<file path="src/rtl/i2crx_pkg.sv">
package i2crx_pkg;
    typedef enum logic [3:0] {
        ST_HOLD,
        ST_DLOW,
        ST_DHIGH,
        ST_ALOW,
        ST_AHIGH,
        ST_SETTLE,
        ST_SLOW,
        ST_SHIGH,
        ST_DONE
    } rx_state_t;
endpackage

</file>
<file path="src/rtl/i2crx_phase_timer.sv">
module i2crx_phase_timer #(
    parameter int HALF_CYC = 4
) (
    input  logic clk,
    input  logic rst_n,
    input  logic run,
    output logic phase_first,
    output logic phase_end
);
    localparam int CW = (HALF_CYC > 1) ? $clog2(HALF_CYC) : 1;
    localparam logic [CW-1:0] LAST = CW'(HALF_CYC - 1);

    logic [CW-1:0] cnt;

    assign phase_end   = run && (cnt == LAST);
    assign phase_first = (cnt == '0);

    always_ff @(posedge clk or negedge rst_n) begin
        if (!rst_n) begin
            cnt <= '0;
        end else if (!run || phase_end) begin
            cnt <= '0;
        end else begin
            cnt <= cnt + 1'b1;
        end
    end
endmodule

</file>
<file path="src/rtl/i2crx_shifter.sv">
module i2crx_shifter #(
    parameter int DATA_W = 8,
    parameter int BC_W   = 3
) (
    input  logic              clk,
    input  logic              rst_n,
    input  logic              load,
    input  logic [BC_W-1:0]   bc_code,
    input  logic              sample,
    input  logic              sda_bit,
    output logic [DATA_W-1:0] data,
    output logic              last_bit
);
    localparam int LW = $clog2(DATA_W + 1);

    logic [LW-1:0] bits_left;
    logic [LW-1:0] load_val;

    always_comb begin
        if (bc_code == '0) begin
            load_val = LW'(DATA_W);
        end else begin
            load_val = LW'(bc_code);
        end
    end

    assign last_bit = (bits_left == LW'(1));

    always_ff @(posedge clk or negedge rst_n) begin
        if (!rst_n) begin
            bits_left <= '0;
            data      <= '0;
        end else if (load) begin
            bits_left <= load_val;
        end else if (sample) begin
            bits_left <= bits_left - 1'b1;
            data      <= {data[DATA_W-2:0], sda_bit};
        end
    end
endmodule

</file>
<file path="src/rtl/i2crx_fsm.sv">
module i2crx_fsm
    import i2crx_pkg::*;
(
    input  logic clk,
    input  logic rst_n,
    input  logic rd_strobe,
    input  logic stop_req,
    input  logic ack_en,
    input  logic phase_first,
    input  logic phase_end,
    input  logic last_bit,
    output logic load,
    output logic sample,
    output logic timer_run,
    output logic scl_drive_low,
    output logic sda_drive_low,
    output logic xfer_pend,
    output logic word_irq,
    output logic stop_done
);
    rx_state_t state, nxt;
    logic      ack_q;

    always_comb begin
        nxt = state;
        unique case (state)
            ST_HOLD: begin
                if (rd_strobe) begin
                    nxt = ST_DLOW;
                end else if (stop_req) begin
                    nxt = ST_SLOW;
                end
            end
            ST_DLOW:   if (phase_end) nxt = ST_DHIGH;
            ST_DHIGH: begin
                if (phase_end) begin
                    if (!last_bit)  nxt = ST_DLOW;
                    else if (ack_q) nxt = ST_ALOW;
                    else            nxt = ST_SETTLE;
                end
            end
            ST_ALOW:   if (phase_end) nxt = ST_AHIGH;
            ST_AHIGH:  if (phase_end) nxt = ST_SETTLE;
            ST_SETTLE: nxt = ST_HOLD;
            ST_SLOW:   if (phase_end) nxt = ST_SHIGH;
            ST_SHIGH:  if (phase_end) nxt = ST_DONE;
            ST_DONE:   nxt = ST_DONE;
            default:   nxt = ST_HOLD;
        endcase
    end

    always_ff @(posedge clk or negedge rst_n) begin
        if (!rst_n) begin
            state <= ST_HOLD;
        end else begin
            state <= nxt;
        end
    end

    always_comb begin
        load          = (state == ST_HOLD) && rd_strobe;
        sample        = (state == ST_DHIGH) && phase_end;
        timer_run     = 1'b0;
        scl_drive_low = 1'b0;
        sda_drive_low = 1'b0;
        unique case (state)
            ST_HOLD:   scl_drive_low = 1'b1;
            ST_DLOW: begin
                timer_run     = 1'b1;
                scl_drive_low = 1'b1;
            end
            ST_DHIGH:  timer_run = 1'b1;
            ST_ALOW: begin
                timer_run     = 1'b1;
                scl_drive_low = 1'b1;
                sda_drive_low = !phase_first;
            end
            ST_AHIGH: begin
                timer_run     = 1'b1;
                sda_drive_low = 1'b1;
            end
            ST_SETTLE: begin
                scl_drive_low = 1'b1;
                sda_drive_low = ack_q;
            end
            ST_SLOW: begin
                timer_run     = 1'b1;
                scl_drive_low = 1'b1;
                sda_drive_low = 1'b1;
            end
            ST_SHIGH: begin
                timer_run     = 1'b1;
                sda_drive_low = 1'b1;
            end
            ST_DONE: ;
            default: scl_drive_low = 1'b1;
        endcase
    end

    always_ff @(posedge clk or negedge rst_n) begin
        if (!rst_n) begin
            ack_q     <= 1'b0;
            xfer_pend <= 1'b0;
            word_irq  <= 1'b0;
            stop_done <= 1'b0;
        end else begin
            word_irq <= (state == ST_SETTLE);
            if (load) begin
                ack_q     <= ack_en;
                xfer_pend <= 1'b1;
            end else if (state == ST_SETTLE) begin
                xfer_pend <= 1'b0;
            end
            if ((state == ST_SHIGH) && phase_end) begin
                stop_done <= 1'b1;
            end
        end
    end
endmodule

</file>
<file path="src/rtl/i2c_rx_engine.sv">
module i2c_rx_engine #(
    parameter int HALF_CYC = 4,
    parameter int DATA_W   = 8,
    parameter int BC_W     = 3
) (
    input  logic              clk,
    input  logic              rst_n,
    input  logic [BC_W-1:0]   word_bits,
    input  logic              ack_en,
    input  logic              rd_strobe,
    input  logic              stop_req,
    input  logic              sda_in,
    output logic              scl_drive_low,
    output logic              sda_drive_low,
    output logic [DATA_W-1:0] rx_byte,
    output logic              xfer_pend,
    output logic              word_irq,
    output logic              stop_done
);
    logic load, sample, timer_run;
    logic phase_first, phase_end, last_bit;

    i2crx_phase_timer #(.HALF_CYC(HALF_CYC)) u_timer (
        .clk         (clk),
        .rst_n       (rst_n),
        .run         (timer_run),
        .phase_first (phase_first),
        .phase_end   (phase_end)
    );

    i2crx_shifter #(.DATA_W(DATA_W), .BC_W(BC_W)) u_shift (
        .clk      (clk),
        .rst_n    (rst_n),
        .load     (load),
        .bc_code  (word_bits),
        .sample   (sample),
        .sda_bit  (sda_in),
        .data     (rx_byte),
        .last_bit (last_bit)
    );

    i2crx_fsm u_fsm (
        .clk           (clk),
        .rst_n         (rst_n),
        .rd_strobe     (rd_strobe),
        .stop_req      (stop_req),
        .ack_en        (ack_en),
        .phase_first   (phase_first),
        .phase_end     (phase_end),
        .last_bit      (last_bit),
        .load          (load),
        .sample        (sample),
        .timer_run     (timer_run),
        .scl_drive_low (scl_drive_low),
        .sda_drive_low (sda_drive_low),
        .xfer_pend     (xfer_pend),
        .word_irq      (word_irq),
        .stop_done     (stop_done)
    );
endmodule

</file>
<file path="config.mk">
export PLATFORM = sky130hd
export DESIGN_NAME = i2c_rx_engine
export DESIGN_NICKNAME = d
export VERILOG_FILES = /design/src/rtl/i2crx_pkg.sv /design/src/rtl/i2crx_phase_timer.sv /design/src/rtl/i2crx_shifter.sv /design/src/rtl/i2crx_fsm.sv /design/src/rtl/i2c_rx_engine.sv
export SDC_FILE = /design/constraint.sdc
export NUM_CORES = 1
export LEC_CHECK = 0
export ABC_AREA = 1
export ABC_CLOCK_PERIOD_IN_PS = 1900
export BUFFER_PORTS_ARGS = -buffer_cell sky130_fd_sc_hd__buf_4
export CORE_MARGIN = 8
export CORE_UTILIZATION = 55
export CTS_CLUSTER_DIAMETER = 60
export DETAILED_ROUTE_END_ITERATION = 7
export GPL_TIMING_DRIVEN = 0
export PLACE_DENSITY = 0.86
export SYNTH_ARGS = -nofsm -noshare
export SYNTH_HDL_FRONTEND = slang
export SYNTH_SLANG_ARGS = --single-unit
</file>
<file path="constraint.sdc">
create_clock -name clk -period 1.9 [get_ports clk]
set_clock_uncertainty 0.2 [all_clocks]
set_input_delay 0.285 -clock clk [delete_from_list [all_inputs] [get_ports clk]]
set_output_delay 0.285 -clock clk [all_outputs]
set_load 0.1 [all_outputs]
</file>
==> impl_results.md, run 1 <==
- Outcome: finished, violations left
- Failing checks: negative setup slack
- Ys Warns: 0
- Layout cell share with drive strength beyond 1: between 40 and 50%
- Fin. max-slew vios: 0
- Die area: around 0.0042 mm^2
- Synth top area share: a little over two fifths
- Clock power frac: 7.6%
- Hold path depth: 3
- RePlAce Congestion: around 0.91
- WP data arrival: approximately 1.5 ns
- Crit Path Class: flop to output port
- Gate power share: 69.9%
- Max-Cap Viols: 0
- DRT Pass-1 Iters: 4
- Clk buf depth: 2
- Tcrit/Tclk final: 104%
- Rows: 17
- Fillers: around 120
- Sw Share: 54.6%
- Seq/Total Area, Yosys: 42.0%
- Die Height: 64.8 um
- Final setup vio count: 3
- Total gr overflow: 0
- Total GRT Usage: between 15 and 20%
- Largest net degree at the start of global routing: 23
- HP Class: input port to flop
- Psw: ~2.0 mW
- Fraction of registers with async set/reset: between 90% and 100%
- Buffers on Ports: 21
- Crit-path max FO: 4
- Hold worst-path end: u_shift.data[0]$_DFFE_PN0P_
- Wirelength, routed: roughly 4200 um
- CTS clock-pin slew for the worst setup and hold paths: around 0.13 ns
- DRC viols: 0
- Largest cells by area after synthesis: dfrtp_1 (42%), nand2_1 (13%), inv_1 (7.4%)
- Number of synthesized flops with an enable pin: 0
- P per Cell Area: between 1500 and 2000 mW/mm^2
- Total CTS buffers: 3
- Critical Path Start Type: flop
- Rel. slew slack: 80.2%
- Ys flop type: dfrtp_1
- Clock Sinks: 22
- H-tree levels: 1
- Synthesized area: ~0.0013 mm^2
- Final worst path period need: 1.98 ns
- Seq cells post-synth: 22
- Post-Place Cells: ~210
- Core area: approximately 0.0022 mm^2
- Lkg Pwr: a little under 1 nW
- Via count: roughly 1300
- Unrepaired setup endpoints after global routing: yes
- Vias in the first global route: roughly 1400
- Synth cell types: 21
- Reg2Reg Launch Point: u_fsm.state[3]$_DFFE_PN0P_
- Die X-Extent: around 65 um
- F_max: ~510 MHz
- Met3 WL post-DR: ~310 um
- Finished Layout Cells: 241
- Via/cell ratio: 5.55
- Fin util: around 83%
- # diodes: 0
- Met1 wire length: about 1600 um
- Worst R2R Setup Slack: -0.03 ns
- Io pins: 22
- Remaining antenna violation count after routing: 0
- Post-synth top cells: nand2_1 (47), inv_1 (26), dfrtp_1 (22)
- Clock Latency Late Sink: approximately 0.32 ns
- Wire length per cell: around 17 um
- R2r endpoint: u_shift.bits_left[2]$_DFFE_PN0P_
- Top layer in use: met4
- Syn_nets: roughly 180
- Pint: approximately 1.6 mW
- Initial Util: 58.7%
- Final hold viol count: 0
- Final Hold Slack: approximately 0.015 ns
- CP endpoint kind: output port
- Maximum vdd drop: 1840 uV
- Total power: around 3.6 mW
- First-pass GRT wire length: between 6000 and 7000 um
- Pin slew with the least headroom to its limit: about 0.30 ns
- Yosys top cell by area: dfrtp_1
- Critical path data required time: approximately 1.4 ns
- Hold Startpoint: sda_in
- Count leader, synth: nand2_1
- CTS root buffer: clkbuf_4
- Post-DP HPWL: a little over 2000 um
- Detailed router's first-iteration violation count: between 90 and 100
- Syn avg cell area: slightly below 8 um^2
- Synthesized instance count: ~170
- Reg power frac: between 20 and 25%
- Area Overhead vs Synth: 41.8%
- FF-to-FF path depth: 8
- TritonCTS clock tree: done
- Setup ws final: -0.0752 ns
- Final nets: 227
- Initial antenna violation count: 0
- DR WL met2: 2040 um
==> sequential cells by signal, summed over array words and instances, names as in the netlist <==
signal,flops
u_shift.bits_left,4
u_fsm.xfer_pend,1
u_fsm.state,4
u_fsm.word_irq,1
u_fsm.ack_q,1
u_fsm.stop_done,1
u_shift.data,8
u_timer.cnt,2
==> power groups by stage <==
stage / clock network, mW / logic, mW / registers, mW
2_1_floorplan: 0 / 1.12 / 1.10
3_3_place_gp: 0 / 1.73 / 0.785
3_5_place_dp: 0 / 1.79 / 0.795
4_1_cts: 0.268 / 2.25 / 0.776
5_1_grt: 0.291 / 2.67 / 0.816
6_report: 0.272 / 2.50 / 0.802
==> how the worst max path moves through the flow <==
stage | start | end | slack [ns] | depth (start not counted)
3_3_place_gp | u_fsm.state[0]$_DFFE_PN0P_ | scl_drive_low | 0.13 | 5
5_1_grt | u_fsm.state[3]$_DFFE_PN0P_ | scl_drive_low | -0.12 | 5
2_1_floorplan | u_fsm.state[1]$_DFFE_PN0P_ | scl_drive_low | -0.08 | 5
6_report | u_fsm.state[2]$_DFFE_PN0P_ | scl_drive_low | -0.08 | 6
3_5_place_dp | u_fsm.state[0]$_DFFE_PN0P_ | scl_drive_low | 0.1 | 5
4_1_cts | u_fsm.state[1]$_DFFE_PN0P_ | scl_drive_low | -0.006 | 5
==> per-stage QoR <==
stage          cell area [um^2]   TNS, ns  setup slack [ns]
2_1_floorplan              1350   -0.0846           -0.0846
3_3_place_gp               1540         0             0.128
3_5_place_dp               1540         0            0.0981
4_1_cts                    1800  -0.00616          -0.00616
5_1_grt                    1860    -0.315            -0.125
6_report                   1860    -0.113           -0.0752
==> placed cells by master, fill, tap and decap left out, types with 2 or more instances in the layout <==
| master | netlist | final |
|---|---|---|
| o21ai_2 | 8 | 9 |
| dfrtp_2 | 0 | 4 |
| dlygate4sd3_1 | 0 | 2 |
| nor3_4 | 0 | 2 |
| nand2_4 | 2 | 7 |
| buf_4 | 0 | 37 |
| inv_4 | 0 | 3 |
| o21ai_0 | 5 | 3 |
| buf_6 | 2 | 6 |
| nor2_4 | 3 | 3 |
| nand3_1 | 6 | 6 |
| nand3_2 | 4 | 4 |
| buf_12 | 0 | 2 |
| inv_1 | 26 | 25 |
| ha_1 | 4 | 4 |
| nand2_2 | 9 | 9 |
| clkbuf_4 | 0 | 3 |
| nor2_1 | 14 | 14 |
| nand2_1 | 47 | 42 |
| dfrtp_1 | 22 | 18 |
==> worst max-delay path, cell delays in order (launching register included) <==
cell	delay [ns]
dfrtp_2	0.47
inv_2	0.07
nor2_4	0.16
nand2_4	0.08
a21oi_4	0.16
nor3_4	0.06
buf_12	0.16
==> kinds of logic after synthesis <==
family | Yosys count | synth area share, %
AOI/OAI and AO/OA | 17 | 9.26
DFF | 22 | 42.0
buffers and inverters | 32 | 10.4
xor gates and xnor gates | 1 | 0.668
and+or+nand+nor | 89 | 33.9
adders and majority gates | 4 | 3.82
==> layer usage <==
metal | GRT usage [%] | vias to the layer above
li1 | - | 600
met1 | 22.9 | 626
met2 | 33.0 | 88
met3 | 3.78 | 23
met4 | 9.81 | 0
met5 | 0 | -
==> timing repair <==
action | CTS | global route
setup buffers | 17 | 4
hold buffers | 2 | 0
gates resized for setup | 23 | 9
hold endpoints to repair | 23 | 0
setup endpoints to repair | 2 | 2
pin swaps | 9 | 4
==> cell type report <==
cell class / instances / area (um^2) / area share [%]
multi-input combinational: 111 / 711 / 38.2
inverter: 29 / 116 / 6.26
clock buffer: 4 / 36.3 / 1.95
tap: 28 / 35.0 / 1.88
timing repair buffer: 44 / 375 / 20.2
sequential: 22 / 556 / 29.9
buffer: 3 / 30.0 / 1.62
Note: power is estimated with default switching activity, not from simulation.
==> run 2, diff against run 1 <==
Settings changed: CORE_UTILIZATION 55 to 54, SYNTH_HIERARCHICAL set to 1.
==> impl_results.md, run 2 <==
- Buffers on Ports: 21 (unchanged)
- Synthesized area: 0.00119 mm^2 (-9.4%)
- HP Class: input port to flop
- Fin util: 80.1% (-3.1 points)
- Post-synth top cells: nand2_1 (53), dfrtp_1 (22), inv_1 (22)
- TritonCTS clock tree: done
- Fillers: 144 (+16%)
- Commonest non-fill, non-tap cells in the layout: nand2_1 (41), buf_4 (30), dfrtp_1 (18)
- Via count: 1155 (-14%)
- Rows: 17 (unchanged)
- R2r endpoint: u_shift/bits_left[2]$_DFFE_PN0P_
- Die X-Extent: 62.9 um (-2.9%)
- Outcome: finished, violations left
- Total CTS buffers: 3 (unchanged)
- Critical path data required time: 1.41 ns (about the same)
- Initial Util: 55.3% (-3.4 points)
- Reg2Reg Launch Point: u_fsm/state[3]$_DFFE_PN0P_
- Detailed router's first-iteration violation count: 47 (-51%)
- FF-to-FF path depth: 12 (+4)
- Io pins: 22 (unchanged)
- Hold path depth: 3 (unchanged)
- Tcrit/Tclk final: 105% (+1.4 points)
- First-pass GRT wire length: 5020 um (-23%)
- Hold Startpoint: word_bits[1]
- Crit Path Class: flop to output port
- DRC viols: 0 (unchanged)
- Total gr overflow: 0 (unchanged)
- Seq/Total Area, Yosys: 46.3% (+4.3 points)
- Remaining antenna violation count after routing: 0 (unchanged)
- Rel. slew slack: 81.4% (+1.2 points)
- Worst R2R Setup Slack: -0.04 ns (about the same)
- Top Registers: u_shift/data x8, u_fsm/state x4, u_shift/bits_left x4
- Synth cell types: 21 (unchanged)
- Syn avg cell area: 7.48 um^2 (-5.9%)
- Synthesized instance count: 159 (-3.6%)
- Final setup vio count: 3 (unchanged)
- Via/cell ratio: 5.04 (-9.1%)
- P per Cell Area: 1780 mW/mm^2 (-7.6%)
- Vias in the first global route: 1183 (-13%)
- Wire length per cell: 13.6 um (-21%)
- Ys Warns: 6 (+6)
- Count leader, synth: nand2_1
- Total GRT Usage: 15.5% (-4.0 points)
- Fraction of registers with async set/reset: 100% (unchanged)
- Lkg Pwr: 0.919 nW (-7.4%)
- Crit-path max FO: 3 (-1)
- Die area: 0.00396 mm^2 (-5.8%)
- Max-Cap Viols: 0 (unchanged)
- Largest net degree at the start of global routing: 23 (unchanged)
- Most common cell after layout, fill and taps aside: nand2_1
- Final worst path period need: 2.00 ns (+0.0268 ns)
- Initial antenna violation count: 0 (unchanged)
- Failing checks: negative setup slack
- Core area: 0.00215 mm^2 (-3.8%)
- Syn_nets: 172 (-3.4%)
- Die Height: 62.9 um (-2.9%)
- Ys flop type: dfrtp_1
- Largest cells by area after synthesis: dfrtp_1 (46%), nand2_1 (17%), inv_1 (6.9%)
- Post-DP HPWL: 1960 um (-5.0%)
- Maximum vdd drop: 1250 uV (-32%)
- Yosys top cell by area: dfrtp_1
- Clock Sinks: 22 (unchanged)
- Critical Path Start Type: flop
- Largest register by flop count: u_shift/data
- CTS root buffer: clkbuf_4
- Seq cells post-synth: 22 (unchanged)
- Unrepaired setup endpoints after global routing: yes
- WP data arrival: 1.52 ns (+0.03 ns)
- Synth top area share: 46.3% (+4.3 points)
- RePlAce Congestion: 0.958 (+5.7%)
- Final nets: 215 (-5.3%)
- Total power: 3.06 mW (-14%)
- Pin slew with the least headroom to its limit: 0.279 ns (-0.0174 ns)
- Wirelength, routed: 3110 um (-25%)
- F_max: 499 MHz (-1.3%)
- H-tree levels: 1 (unchanged)
- CP endpoint kind: output port
- Layout cell share with drive strength beyond 1: 40.8% (-3.8 points)
- Number of synthesized flops with an enable pin: 0 (unchanged)
- Largest register FFs: 8 (unchanged)
- Clk buf depth: 2 (unchanged)
- CTS clock-pin slew for the worst setup and hold paths: 0.12 ns (about the same)
- Setup ws final: -0.102 ns (-0.0268 ns)
- # diodes: 0 (unchanged)
- DRT Pass-1 Iters: 4 (unchanged)
- Hold worst-path end: u_shift/bits_left[1]$_DFFE_PN0P_
- Final hold viol count: 0 (unchanged)
- Area Overhead vs Synth: 44.8%
- Fin. max-slew vios: 0 (unchanged)
- Clock Latency Late Sink: 0.31 ns (about the same)
==> run 2: cell count changes after synthesis, sizes merged, moves of 2 or more <==
cell / before / now
a21oi: 2 / 4
buf: 3 / 1
inv: 29 / 25
nor2: 17 / 23
nor3: 3 / 0
o21ai: 13 / 7
==> run 2: worst max-delay path by stage <==
stage / from / end / slack [ns]
6_report: u_fsm/state[3]$_DFFE_PN0P_ / scl_drive_low / -0.10
4_1_cts: u_fsm/state[3]$_DFFE_PN0P_ / scl_drive_low / -0.11
2_1_floorplan: u_fsm/state[3]$_DFFE_PN0P_ / sda_drive_low / -0.14
3_3_place_gp: u_fsm/state[3]$_DFFE_PN0P_ / u_shift/bits_left[2]$_DFFE_PN0P_ / -0.11
5_1_grt: u_fsm/state[0]$_DFFE_PN0P_ / scl_drive_low / -0.17
3_5_place_dp: u_fsm/state[3]$_DFFE_PN0P_ / u_shift/bits_left[2]$_DFFE_PN0P_ / -0.17
==> run 2: power by group <==
group	leakage, nW	switching, mW	internal [mW]	total, mW
combinational	0.616	1.30	0.621	1.92
sequential	0.276	0.156	0.623	0.779
clock	0.0279	0.146	0.213	0.359
==> run 2: kinds of logic (layout without fill, tap and decap cells) <==
kind of cell | Yosys count | count (layout) | share of synthesized area, %
AND/OR/NAND/NOR | 91 | 91 | 31.8
buffers and inverters | 26 | 68 | 8.84
flip-flops | 22 | 22 | 46.3
AO/OA/AOI/OAI | 16 | 16 | 8.84
adder cells (fa/ha/maj) | 4 | 4 | 4.21
==> run 2: worst max-delay path, stage by stage, from the launching register on <==
cell     delay, ns
dfrtp_2       0.45
inv_2         0.07
nand2_4       0.07
nor2_4        0.04
a31oi_4       0.17
nand2_2       0.09
nor2_4        0.13
buf_12        0.18
==> run 2: layer usage <==
layer,track usage [%],wire (um)
met1,16.8,1330
met2,27.7,1580
met3,3.58,141
met4,7.12,48
met5,0,0
==> run 2: stage by stage <==
stage	setup TNS (ns)	hold WS, ns	setup WS [ns]	std cells	instance area, um^2
after floorplan	-0.139	-0.211	-0.139	159	1200
after global placement	-0.383	-0.0117	-0.112	208	1390
after detailed placement	-0.684	-0.0107	-0.174	208	1390
after CTS	-0.189	0.0103	-0.115	222	1580
after global routing	-0.931	0.0234	-0.166	229	1720
final	-0.242	0.0111	-0.102	229	1720
==> run 2: repair_timing <==
| action | CTS | global route |
|---|---|---|
| endpoints found under the setup margin | 14 | 14 |
| pin swaps | 4 | 3 |
| setup buffers | 7 | 7 |
| hold buffers | 3 | 0 |
| gates resized for setup | 17 | 30 |
| hold endpoints to repair | 24 | 0 |
==> run 2: final cells by class <==
type                       count  area, um^2  share of cell area [%]
sequential                    22         556                    32.3
tap                           28        35.0                    2.03
clock inverter                 1        30.0                    1.74
clock buffer                   3        22.5                    1.31
timing repair buffer          38         329                    19.1
buffer                         1        11.3                   0.654
inverter                      25        96.3                    5.60
multi-input combinational    111         642                    37.3
==> run 3, diff against run 2 <==
Settings changed: ABC_CLOCK_PERIOD_IN_PS 1900 to unset, HOLD_SLACK_MARGIN set to 0.06, PLACE_DENSITY 0.86 to unset, PLACE_DENSITY_LB_ADDON set to 0.1.
==> impl_results.md, run 3 (synthesized netlist as in run 2, its figures left out) <==
- Rows: 17 (unchanged)
- Final setup vio count: 3 (unchanged)
- Io pins: 22 (unchanged)
- Clk buf depth: 2 (unchanged)
- DRC viols: 0 (unchanged)
- Largest register FFs: 8 (unchanged)
- F_max: 476 MHz (-4.8%)
- H-tree levels: 1 (unchanged)
- Final worst path period need: 2.10 ns (+0.100 ns)
- Final nets: 217 (+0.93%)
- CP endpoint kind: output port
- # diodes: 0 (unchanged)
- Most common cell after layout, fill and taps aside: nand2_1
- Setup ws final: -0.202 ns (-0.100 ns)
- Crit Path Class: flop to output port
- Via count: 1212 (+4.9%)
- Failing checks: negative setup slack
- Post-DP HPWL: 1900 um (-3.2%)
- Area of the multi-input gates: 668 um^2 (+4.1%)
- Commonest non-fill, non-tap cells in the layout: nand2_1 (36), buf_4 (30), dfrtp_1 (19)
- Crit-path max FO: 5 (+2)
- Largest register by flop count: u_shift/data
- Die X-Extent: 62.9 um (unchanged)
- Wire length per cell: 13.5 um (-0.39%)
- TritonCTS clock tree: done
- Hold Startpoint: rd_strobe
- Core area: 0.00215 mm^2 (unchanged)
- Clock Sinks: 22 (unchanged)
- First-pass GRT wire length: 4840 um (-3.6%)
- Clock Latency Late Sink: 0.31 ns (about the same)
- Detailed router's first-iteration violation count: 51 (+8.5%)
- Unrepaired setup endpoints after global routing: yes
- Fin. max-slew vios: 0 (unchanged)
- RePlAce Congestion: 0.916 (-4.4%)
- Initial antenna violation count: 0 (unchanged)
- Area Overhead vs Synth: 49.2%
- Rel. slew slack: 81.2% (-0.18 points)
- Vias in the first global route: 1165 (-1.5%)
- Remaining antenna violation count after routing: 0 (unchanged)
- Layout cell share with drive strength beyond 1: 43.8% (+3.0 points)
- Tcrit/Tclk final: 111% (+5.3 points)
- Outcome: finished, violations left
- Maximum vdd drop: 1250 uV (about the same)
- Critical Path Source: u_fsm/state[2]$_DFFE_PN0P_
- Top Registers: u_shift/data x8, u_fsm/state x4, u_shift/bits_left x4
- Wirelength, routed: 3120 um (+0.48%)
- Max-Cap Viols: 0 (unchanged)
- Sequential cell area: 554 um^2 (-0.23%)
- Fillers: 144 (unchanged)
- Die area: 0.00396 mm^2 (unchanged)
- Critical Path Start Type: flop
- Pin slew with the least headroom to its limit: 0.282 ns (+0.00266 ns)
- Total CTS buffers: 3 (unchanged)
- Initial Util: 55.3% (unchanged)
- Lkg Pwr: 0.934 nW (+1.6%)
- Via/cell ratio: 5.25 (+4.0%)
- Final Hold Slack: 0.0677 ns (+0.0567 ns)
- CTS clock-pin slew for the worst setup and hold paths: 0.12 ns (about the same)
- CTS root buffer: clkbuf_4
- Setup TNS: -0.400 ns (-0.158 ns)
- Largest net degree at the start of global routing: 23 (unchanged)
- Total gr overflow: 0 (unchanged)
- WP data arrival: 1.62 ns (+0.10 ns)
- DRT Pass-1 Iters: 4 (unchanged)
- Buffers on Ports: 21 (unchanged)
- HP Class: input port to flop
- P per Cell Area: 1680 mW/mm^2 (-5.4%)
- Final hold viol count: 0 (unchanged)
- Critical path data required time: 1.41 ns (about the same)
- Reg2Reg Launch Point: u_fsm/state[3]$_DFFE_PN0P_
- Total GRT Usage: 14.8% (-0.75 points)
- Die Height: 62.9 um (unchanged)
## run 3: cell types whose count changed in the layout (fill, tap and decap cells not counted), sizes merged
cell | before | now
inv | 25 | 24
bufinv | 1 | 0
clkinv | 0 | 1
clkbuf | 3 | 5
buf | 36 | 35
dlygate4sd3 | 3 | 5
## run 3: routing by layer
| layer | wire, um | vias up | GRT usage (%) |
|---|---|---|---|
| met5 | 0 | - | 0 |
| met4 | 63 | 0 | 7.41 |
| met3 | 98 | 8 | 2.87 |
| met2 | 1660 | 36 | 26.1 |
| met1 | 1300 | 586 | 16.2 |
| li1 | - | 582 | - |
## run 3: repair_timing
action | CTS | global route
pin swaps | 4 | 15
endpoints found under the setup margin | 14 | 14
hold buffers | 5 | 0
resized for setup | 13 | 45
hold endpoints to repair | 26 | 0
buffers inserted | 9 | 4
cloned | 0 | 1
## run 3: final cells by class
cell class	count	share of cell area, %
Multi-Input combinational cell	111	37.7
Sequential cell	22	31.3
Timing Repair Buffer	40	20.5
Inverter	25	5.72
Clock buffer	4	2.05
Tap cell	28	1.98
Buffer	1	0.847
## run 3: metrics by stage
step                      power, mW  utilization [%]  cells  instance area, um^2  setup WS (ns)
after CTS                      2.75             74.0    226                 1590        -0.0979
after detailed placement       2.27             64.8    208                 1390         -0.230
after global routing           3.15             82.5    231                 1770         -0.227
after floorplan                1.96                -    159                 1200         -0.139
after global placement         2.23             64.8    208                 1390         -0.149
final                          2.98             82.5    231                 1770         -0.202
## run 3: where the power goes
part | total, mW | internal, mW | switching [mW] | leakage, nW
clock network | 0.263 | 0.117 | 0.146 | 0.0210
registers | 0.781 | 0.622 | 0.159 | 0.277
logic | 1.93 | 0.634 | 1.30 | 0.636
total | 2.98 | 1.37 | 1.60 | 0.934
## run 3: final timing paths
kind                                                          to  depth (start not counted)  slack, ns
worst max-delay path                               scl_drive_low                          5      -0.20
worst min-delay path                 u_fsm/xfer_pend$_DFFE_PN0P_                          3       0.07
worst max register to register  u_shift/bits_left[2]$_DFFE_PN0P_                         13      -0.06
worst min register to register       u_fsm/stop_done$_DFFE_PN0P_                          1       0.27
max in group asynchronous             u_fsm/state[0]$_DFFE_PN0P_                          2       1.08
min in group asynchronous            u_fsm/stop_done$_DFFE_PN0P_                          2       0.18
## run 3: critical path: stages (launching register included)
cell and delay (ns):
dfrtp_2 0.48, inv_1 0.11, a31oi_1 0.27, nand2_1 0.14
nor2_4 0.13, buf_12 0.18
